==> config.mk <==
export PLATFORM = sky130hd
export DESIGN_NAME = ifetch_queue
export DESIGN_NICKNAME = d
export VERILOG_FILES = /design/src/rtl/pfq_pkg.sv /design/src/rtl/pfq_target_adder.sv /design/src/rtl/pfq_fetch_ctrl.sv /design/src/rtl/pfq_buffer.sv /design/src/rtl/ifetch_queue.sv
export SDC_FILE = /design/constraint.sdc
export NUM_CORES = 1
export LEC_CHECK = 0
export CORE_MARGIN = 2
export CORE_UTILIZATION = 56
export DETAILED_ROUTE_END_ITERATION = 8
export PLACE_DENSITY = 0.81
export SYNTH_ARGS = -nofsm -noshare
export SYNTH_HDL_FRONTEND = slang
export SYNTH_SLANG_ARGS = --single-unit
==> constraint.sdc <==
create_clock -name clk -period 7.4 [get_ports clk]
set_clock_uncertainty 0.2 [all_clocks]
set_input_delay 1.48 -clock clk [delete_from_list [all_inputs] [get_ports clk]]
set_output_delay 1.48 -clock clk [all_outputs]
set_load 0.05 [all_outputs]
==> src/rtl/pfq_pkg.sv <==
package pfq_pkg;
  localparam int unsigned WORD_W = 32;
  localparam int unsigned HALF_W = 16;

  typedef enum logic {HALF_LOW = 1'b0, HALF_HIGH = 1'b1} half_sel_e;

  function automatic logic word_is_pair(input logic [WORD_W-1:0] w);
    return w[0];
  endfunction
endpackage

==> src/rtl/pfq_target_adder.sv <==
module pfq_target_adder #(
  parameter int unsigned AW = 32
) (
  input  logic [AW-1:0] base,
  input  logic [AW-1:0] disp,
  output logic [AW-1:0] target
);
  logic [AW-1:0] sum;
  always_comb begin
    sum    = base + disp;
    target = {sum[AW-1:2], 2'b00};
  end
endmodule

==> src/rtl/pfq_fetch_ctrl.sv <==
module pfq_fetch_ctrl #(
  parameter int unsigned   AW       = 32,
  parameter int unsigned   DEPTH    = 4,
  parameter logic [AW-1:0] RESET_PC = 32'h0000_1000,
  parameter int unsigned   CW       = $clog2(DEPTH + 1),
  parameter int unsigned   IFW      = $clog2(2 * DEPTH + 1)
) (
  input  logic           clk,
  input  logic           rst,
  input  logic           redirect,
  input  logic           btb_hit,
  input  logic [AW-1:0]  target,
  input  logic           rvalid,
  input  logic [CW-1:0]  occ,
  output logic           req,
  output logic [AW-1:0]  addr,
  output logic           accept,
  output logic [AW-1:0]  resp_pc,
  output logic [IFW-1:0] live_cnt
);
  localparam int unsigned MAXF = 2 * DEPTH;
  localparam int unsigned SW   = IFW + 1;

  logic [AW-1:0]  pc_q, resp_pc_q, redir_addr;
  logic [IFW-1:0] inflight_q, drop_q;
  logic           space_ok, room_ok;

  always_comb begin
    live_cnt   = inflight_q - drop_q;
    redir_addr = btb_hit ? target + AW'(4) : target;
    space_ok   = (SW'(occ) + SW'(live_cnt)) < SW'(DEPTH);
    room_ok    = inflight_q < IFW'(MAXF);
    req        = (redirect | space_ok) & room_ok;
    addr       = redirect ? redir_addr : pc_q;
    accept     = rvalid & (drop_q == '0) & ~redirect;
    resp_pc    = resp_pc_q;
  end

  always_ff @(posedge clk) begin
    if (rst) begin
      pc_q       <= RESET_PC;
      resp_pc_q  <= RESET_PC;
      inflight_q <= '0;
      drop_q     <= '0;
    end else begin
      if (req)           pc_q <= addr + AW'(4);
      else if (redirect) pc_q <= redir_addr;

      inflight_q <= inflight_q - IFW'(rvalid) + IFW'(req);

      if (redirect)                      drop_q <= inflight_q - IFW'(rvalid);
      else if (rvalid && drop_q != '0)   drop_q <= drop_q - IFW'(1);

      if (redirect)    resp_pc_q <= redir_addr;
      else if (accept) resp_pc_q <= resp_pc_q + AW'(4);
    end
  end
endmodule

==> src/rtl/pfq_buffer.sv <==
module pfq_buffer
  import pfq_pkg::*;
#(
  parameter int unsigned AW    = 32,
  parameter int unsigned DEPTH = 4,
  parameter int unsigned CW    = $clog2(DEPTH + 1)
) (
  input  logic              clk,
  input  logic              rst,
  input  logic              flush,
  input  logic              wr_en,
  input  logic [WORD_W-1:0] wr_word,
  input  logic [AW-1:0]     wr_pc,
  input  logic              rd_ready,
  output logic              rd_valid,
  output logic [WORD_W-1:0] rd_insn,
  output logic              rd_is16,
  output logic [AW-1:0]     rd_pc,
  output logic [CW-1:0]     occ
);
  localparam int unsigned PW = (DEPTH > 1) ? $clog2(DEPTH) : 1;

  logic [WORD_W-1:0] word_mem [DEPTH];
  logic [AW-1:0]     pc_mem   [DEPTH];
  logic [PW-1:0]     wr_ptr_q, rd_ptr_q, waddr;
  logic [CW-1:0]     occ_q;
  half_sel_e         half_q;
  logic [WORD_W-1:0] hd_word;
  logic [AW-1:0]     hd_pc;
  logic              hd_pair, fire, pop;

  assign waddr = flush ? '0 : wr_ptr_q;

  always_ff @(posedge clk) begin
    if (wr_en) begin
      word_mem[waddr] <= wr_word;
      pc_mem[waddr]   <= wr_pc;
    end
  end

  always_comb begin
    hd_word  = word_mem[rd_ptr_q];
    hd_pc    = pc_mem[rd_ptr_q];
    hd_pair  = word_is_pair(hd_word);
    rd_valid = (occ_q != '0) & ~flush;
    fire     = rd_valid & rd_ready;
    pop      = fire & (~hd_pair | (half_q == HALF_HIGH));
    occ      = occ_q;
    if (!hd_pair) begin
      rd_insn = hd_word;
      rd_is16 = 1'b0;
      rd_pc   = hd_pc;
    end else if (half_q == HALF_LOW) begin
      rd_insn = {{HALF_W{1'b0}}, hd_word[HALF_W-1:0]};
      rd_is16 = 1'b1;
      rd_pc   = hd_pc;
    end else begin
      rd_insn = {{HALF_W{1'b0}}, hd_word[WORD_W-1:HALF_W]};
      rd_is16 = 1'b1;
      rd_pc   = hd_pc + AW'(2);
    end
  end

  always_ff @(posedge clk) begin
    if (rst) begin
      wr_ptr_q <= '0;
      rd_ptr_q <= '0;
      occ_q    <= '0;
      half_q   <= HALF_LOW;
    end else if (flush) begin
      rd_ptr_q <= '0;
      wr_ptr_q <= wr_en ? PW'(1) : '0;
      occ_q    <= wr_en ? CW'(1) : '0;
      half_q   <= HALF_LOW;
    end else begin
      if (wr_en) wr_ptr_q <= wr_ptr_q + PW'(1);
      if (pop)   rd_ptr_q <= rd_ptr_q + PW'(1);
      occ_q <= occ_q + CW'(wr_en) - CW'(pop);
      if (fire) half_q <= (hd_pair && half_q == HALF_LOW) ? HALF_HIGH : HALF_LOW;
    end
  end
endmodule

==> src/rtl/ifetch_queue.sv <==
module ifetch_queue
  import pfq_pkg::*;
#(
  parameter int unsigned   AW       = 32,
  parameter int unsigned   DEPTH    = 4,
  parameter logic [AW-1:0] RESET_PC = 32'h0000_1000
) (
  input  logic              clk,
  input  logic              rst,
  output logic              imem_req,
  output logic [AW-1:0]     imem_addr,
  input  logic              imem_rvalid,
  input  logic [WORD_W-1:0] imem_rdata,
  output logic              dec_valid,
  input  logic              dec_ready,
  output logic [WORD_W-1:0] dec_insn,
  output logic              dec_is16,
  output logic [AW-1:0]     dec_pc,
  input  logic              br_valid,
  input  logic              br_taken,
  input  logic [AW-1:0]     br_base,
  input  logic [AW-1:0]     br_disp,
  input  logic              btb_hit,
  input  logic [WORD_W-1:0] btb_word
);
  localparam int unsigned CW  = $clog2(DEPTH + 1);
  localparam int unsigned IFW = $clog2(2 * DEPTH + 1);

  logic              redirect, accept, wr_en;
  logic [AW-1:0]     target, resp_pc, wr_pc;
  logic [WORD_W-1:0] wr_word;
  logic [CW-1:0]     occ;
  logic [IFW-1:0]    live_cnt;

  assign redirect = br_valid & br_taken;
  assign wr_en    = redirect ? btb_hit : accept;
  assign wr_word  = redirect ? btb_word : imem_rdata;
  assign wr_pc    = redirect ? target : resp_pc;

  pfq_target_adder #(.AW(AW)) tgt_i (
    .base(br_base), .disp(br_disp), .target(target)
  );

  pfq_fetch_ctrl #(.AW(AW), .DEPTH(DEPTH), .RESET_PC(RESET_PC)) fctl_i (
    .clk(clk), .rst(rst), .redirect(redirect), .btb_hit(btb_hit),
    .target(target), .rvalid(imem_rvalid), .occ(occ),
    .req(imem_req), .addr(imem_addr), .accept(accept),
    .resp_pc(resp_pc), .live_cnt(live_cnt)
  );

  pfq_buffer #(.AW(AW), .DEPTH(DEPTH)) buf_i (
    .clk(clk), .rst(rst), .flush(redirect), .wr_en(wr_en),
    .wr_word(wr_word), .wr_pc(wr_pc), .rd_ready(dec_ready),
    .rd_valid(dec_valid), .rd_insn(dec_insn), .rd_is16(dec_is16),
    .rd_pc(dec_pc), .occ(occ)
  );
endmodule

==> run metrics, run 1 <==
CP startpoint kind primary input; switching share of power 0.327; CP Cell Sequence clkdlybuf4s50_1 -> ha_1 -> buf_4 -> o21a_1 -> o22a_2 -> xnor2_1 -> nor3_1 -> buf_4 -> and3_1 -> mux2i_1 -> o21a_1 -> clkdlybuf4s50_1; Num CTS Buffers 31; FF+latch count, synth 332; Seq/Total Area, Yosys 0.507; layout cells sized above 1 0.142; grt total ovfl 0; Fmax 136 MHz; met2 GRT Util 0.456; clk sink count 332; drt total wl 45.8 mm; Yosys top cell by area edfxtp_1; flop2flop setup slack 2190 ps; Crit. End Element output pin; M3 GR Usage 0.0311; combinational fraction of design power 0.319; placed inst area 21200 µm²; Clock Tree Buf Depth 3; via count 13900; PortBufs 233; number of synthesized flops with an enable pin 252; Synth Area per Inst 11.1 µm²; remaining antenna violation count 0; vias in the first global route 13600; crit path buf inv count 4; count leader, synth edfxtp_1; CTS H-tree lvls 1; Seq pwr share 0.398; Main synth FF type edfxtp_1; Worst path max stage delay 830 ps; Rows 65; Critical Path RT 5720 ps; area delta synth->final 23.8%; final-report hold violation count 0; nets 2066; design area 22400 µm²; CP max FO 6; worst vdd rail ir drop 0.209 mV; Top Usage Layer GRT met2; Hold WS 278 ps; drt wl/cell 19.8 µm; synth cell count leaders 252 x edfxtp_1, 232 x nand2_1, 141 x nor2_1; P_int 3.78 mW; YS warnings 0; Yosys cell types 92; Syn Inst Count 1627; Pwr Density 251 nW/µm²; Max-Cap Viols 0; clock latency at the later pin of the worst-skew pair 570 ps; fillcell total 2237; placed cells 2245; Initial Utilization 0.570; worst slew pin tran 1180 ps; worst r2r src fctl_i.drop_q[0]; Place WS 62.6 ps; Initial DRC Count 1178; initial antenna violation count 0; Worst Setup SP br_base[2]; die height 184 µm; asr flop ratio synth 0; Hold Crit Start fctl_i.pc_q[1]; FF+latch area 9170 µm²; dpl hpwl 32.3 mm; Die X 184 µm; Mapped Area 18100 µm²; Ant. Diodes 0; Placeable Area 31700 µm²; share of total power in the clock network 0.283; Total Routing Usage GR 0.269; detailed-route DRC error count 0; endpoints failing setup 0; slowest cell on the critical path clkdlybuf4s50_1; Min-Delay Path Class register to register; CTS tree yes; Die Area 33800 µm²; crit path time final 7360 ps; Worst Path Arrival 5680 ps; I/O pin total 234; met1 usage 0.368; largest net degree at the start of global routing 70; final period utilization 0.994; status completed; Slew Limit Fails 0; Rel. slew slack 0.210; post-synth top area share 0.418; Psw 1.84 mW; first-pass GRT wire length 71.5 mm; routability congestion estimate 0.923; Top delay family on crit path buffers and inverters; Worst-path clk slew 60 ps; CTS hold repair buffers 0; Static Leakage 8.15 nW; critical path class primary input to output pin; clock root buffer clkbuf_16; vias per cell 6.04; Pre-Repair DR Iteration Count 6; Non-Filler Instances 2308; Final WS setup 42.9 ps; synth top area cells edfxtp_1 42%, dfxtp_1 8.9%, mux4_2 7.8%, nand2_1 4.8%, xnor2_1 3.6%; area occupied by multi-input gates 8600 µm²
## cells in the final DEF, fill, tap and decap left out, types with 6 or more instances in the layout
| cell type | instances |
|---|---|
| a21oi_2 | 8 |
| o211ai_1 | 10 |
| a21oi_1 | 48 |
| nand3_1 | 42 |
| nor2_1 | 139 |
| buf_12 | 16 |
| buf_4 | 64 |
| nand2_1 | 231 |
| clkinv_2 | 6 |
| xor2_1 | 39 |
| nand4_1 | 32 |
| xnor2_1 | 75 |
| clkdlybuf4s50_1 | 211 |
| a31o_2 | 6 |
| and3_1 | 28 |
| clkbuf_16 | 31 |
| nand2b_1 | 6 |
| a211o_1 | 6 |
| edfxtp_1 | 252 |
| o31ai_1 | 8 |
| and2_1 | 19 |
| a31oi_1 | 11 |
| nor3_1 | 27 |
| inv_1 | 47 |
| and4_1 | 8 |
| a311oi_1 | 7 |
| or2_2 | 6 |
| a21o_1 | 24 |
| o21a_1 | 14 |
| nor4_1 | 12 |
| nor2b_1 | 23 |
| mux2_2 | 17 |
| o21ai_0 | 54 |
| mux4_2 | 63 |
| dfxtp_1 | 78 |
| or4_1 | 7 |
| a211oi_1 | 25 |
| or3_1 | 17 |
| ha_1 | 45 |
| mux2i_1 | 12 |
## metrics by stage
step                setup TNS (ps)  power, mW  utilization
finish                           0       5.62        0.706
global route                  -152       5.86        0.706
CTS                              0       5.62        0.701
detailed placement               0       4.03        0.669
global placement                 0       3.98        0.669
floorplan                        0       3.45            -
## flip-flops by register name (all words and copies together) (netlist names), named ones only
signal and cells:
fctl_i.pc_q 32, buf_i.pc_mem 124, buf_i.rd_ptr_q 2, buf_i.half_q 1, buf_i.wr_ptr_q 2, buf_i.word_mem 128
buf_i.occ 3, fctl_i.drop_q 4, fctl_i.resp_pc 30, fctl_i.inflight_q 4
## final timing paths
path / end / cells after the start
hold reg to reg: fctl_i.pc_q[1] / 1
setup / recovery: imem_addr[9] / 12
setup reg to reg: fctl_i.pc_q[29] / 16
hold / removal: fctl_i.pc_q[1] / 1
## metal layers
metal | wire [µm] | vias up
met3 | 3210 | 80
met2 | 21600 | 619
met5 | 0 | -
li1 | - | 6568
met1 | 19700 | 6679
met4 | 1260 | 0
## cell families (layout without fill, tap and decap cells)
group / Yosys count / after routing / share of synthesized area
buf+inv: 121 / 397 / 0.0257
fa+ha+maj: 49 / 49 / 0.0347
xor+xnor: 117 / 117 / 0.0587
mux: 93 / 93 / 0.0963
simple gates: 630 / 630 / 0.169
flops: 332 / 332 / 0.507
other cells: 1 / 4 / 0.000207
compound gates: 284 / 284 / 0.108
## power groups by stage
stage | Clock [mW] | Sequential, mW | Combinational, mW
global route | 1.68 | 2.25 | 1.93
global placement | 0 | 2.27 | 1.72
CTS | 1.61 | 2.24 | 1.77
detailed placement | 0 | 2.28 | 1.76
finish | 1.59 | 2.24 | 1.79
floorplan | 0 | 2.26 | 1.19
## worst reg2reg max path, delay by kind of cell, from the launching register on
kind | cells | cell delay (ps)
and+or+nand+nor | 7 | 2640
AOI/OAI and AO/OA | 4 | 870
adders and majority gates | 3 | 830
DFF | 1 | 400
xor gates and xnor gates | 1 | 170
buffers and inverters | 1 | 50
## repair_timing
item,4_1_cts,5_1_grt
pin swaps,0,6
gates resized for setup,1,28
setup endpoints to repair,1,13
setup buffers,0,6
gates cloned,0,0
## layout make-up
| type | instances | share of cell area |
|---|---|---|
| Sequential cell | 332 | 0.410 |
| Clock inverter | 20 | 0.00939 |
| Inverter | 48 | 0.00805 |
| Timing Repair Buffer | 292 | 0.130 |
| Tap cell | 402 | 0.0225 |
| Clock buffer | 37 | 0.0361 |
| Multi-Input combinational cell | 1177 | 0.384 |
Note: power is estimated with default switching activity, not from simulation.
==> inputs of run 2 (changes only) <==
Settings changed: SETUP_SLACK_MARGIN from default to 0.5.
==> run metrics, run 2 (same netlist as run 1, synthesis figures left out) <==
most frequent cells in the layout 252 x edfxtp_1, 229 x nand2_1, 199 x clkdlybuf4s50_1; dpl hpwl 32.6 mm; routability congestion estimate 0.925; Overall Power 5.80 mW; crit path time final 6900 ps; CTS H-tree lvls 2; die height 184 µm; fillcell total 2133; Clock Tree Buf Depth 3; final cell utilization of the core 0.731; clk sink count 332; first-pass GRT wire length 71.5 mm; Static Leakage 8.47 nW; Fmax 145 MHz; detailed-route DRC error count 0; final-report hold violation count 0; RSZ-0062 raised after global routing yes; CP startpoint kind primary input; Rel. slew slack 0.349; nets 2097; Min-Delay Path Class register to register; Initial Utilization 0.570; Num CTS Buffers 35; Pre-Repair DR Iteration Count 6; drt total wl 47.0 mm; Final TNS setup 0 ps; Largest regs buf_i.word_mem x128, buf_i.pc_mem x124, fctl_i.pc_q x32; slowest cell on the critical path clkdlybuf4s50_1; Crit. End Element output pin; placed cells 2252; crit path buf inv count 5; clock latency at the later pin of the worst-skew pair 500 ps; vias in the first global route 13700; commonest non-fill, non-tap cell in the layout edfxtp_1; worst slew pin tran 974 ps; CTS tree yes; critical path class primary input to output pin; drt wl/cell 20.1 µm; Top Metal Used met4; Slew Limit Fails 0; final period utilization 0.932; Placeable Area 31700 µm²; Rows 65; met3 WL post-DR 3.24 mm; initial antenna violation count 0; vias per cell 6.07; clock root buffer clkbuf_16; endpoints failing setup 0; layout cells sized above 1 0.186; Total Routing Usage GR 0.269; CP Cell Sequence clkdlybuf4s50_1 -> ha_4 -> a21o_4 -> a22o_1 -> a211oi_2 -> buf_4 -> xnor2_2 -> nand4_1 -> buf_6 -> nor4_4 -> nand4_1 -> buf_4 -> o31ai_1 -> a31oi_4 -> buf_12; Max-Cap Viols 0; remaining antenna violation count 0; area occupied by multi-input gates 9070 µm²; Largest Register buf_i.word_mem; area delta synth->final 28.1%; grt total ovfl 0; largest net degree at the start of global routing 64; I/O pin total 234; routed length on met2 22.5 mm; Critical Path RT 5720 ps; WL met1 19.9 mm; Die X 184 µm; Die Area 33800 µm²; Top delay family on crit path compound AO/OA/AOI/OAI gates; Worst-path clk slew 60 ps; max FFs per register 128; Non-Filler Instances 2340; status completed; Worst path max stage delay 520 ps; FF+latch area 9170 µm²; Initial DRC Count 1271; PortBufs 233; Worst Path Arrival 5220 ps; worst vdd rail ir drop 0.146 mV; via count 14200; Pwr Density 250 nW/µm²; Ant. Diodes 0; CP max FO 10
-- run 2: changes by cell type in the layout (fill, tap and decap cells not counted), sizes merged --
cell | previous run | this run
buf | 81 | 108
bufinv | 4 | 2
clkbuf | 37 | 46
clkdlybuf4s50 | 211 | 199
clkinv | 12 | 13
clkinvlp | 2 | 1
dlygate4sd2 | 0 | 4
dlymetal6s2s | 0 | 8
inv | 50 | 48
-- run 2: final cells by class --
class / count / area share
clock buffers: 46 / 0.0423
clock inverters: 16 / 0.00518
inverters: 48 / 0.00777
multi-input cells: 1177 / 0.391
flip-flops and latches: 332 / 0.396
well taps: 402 / 0.0217
repair buffers: 319 / 0.136
-- run 2: power by group --
group | internal (mW) | total [mW] | switching (mW) | leakage, nW
clock network | 1.00 | 1.68 | 0.682 | 0.534
logic | 0.733 | 1.88 | 1.14 | 4.97
registers | 2.18 | 2.24 | 0.0677 | 2.97
-- run 2: layer usage --
layer | track usage | vias to the layer above
met2 | 0.453 | 589
met3 | 0.0376 | 105
met4 | 0.0864 | 0
met5 | 0 | -
li1 | - | 6641
met1 | 0.362 | 6871
-- run 2: repair_timing --
| action | in CTS | in global routing |
|---|---|---|
| hold buffers | 0 | 0 |
| endpoints found under the setup margin | 21 | 16 |
| buffers inserted | 11 | 15 |
| gates resized for setup | 68 | 71 |
| pin swaps | 16 | 29 |
-- run 2: path summary, 6_finish.rpt --
kind              cells past startpoint  slack, ps              from         endpoint
setup / recovery                     15        500        br_base[5]    imem_addr[29]
hold / removal                        1        280    fctl_i.pc_q[0]   fctl_i.pc_q[0]
setup reg to reg                     17       2220  fctl_i.drop_q[0]  fctl_i.pc_q[31]
hold reg to reg                       1        280    fctl_i.pc_q[0]   fctl_i.pc_q[0]
-- run 2: metrics by stage --
step / setup slack (ps) / instance area [µm²] / hold WS (ps)
3_5_place_dp: -44.2 / 21300 / 259
5_1_grt: 397 / 23200 / 289
6_report: 502 / 23200 / 275
4_1_cts: 410 / 22800 / 278
2_1_floorplan: 527 / 18100 / 244
3_3_place_gp: 20.5 / 21300 / 259
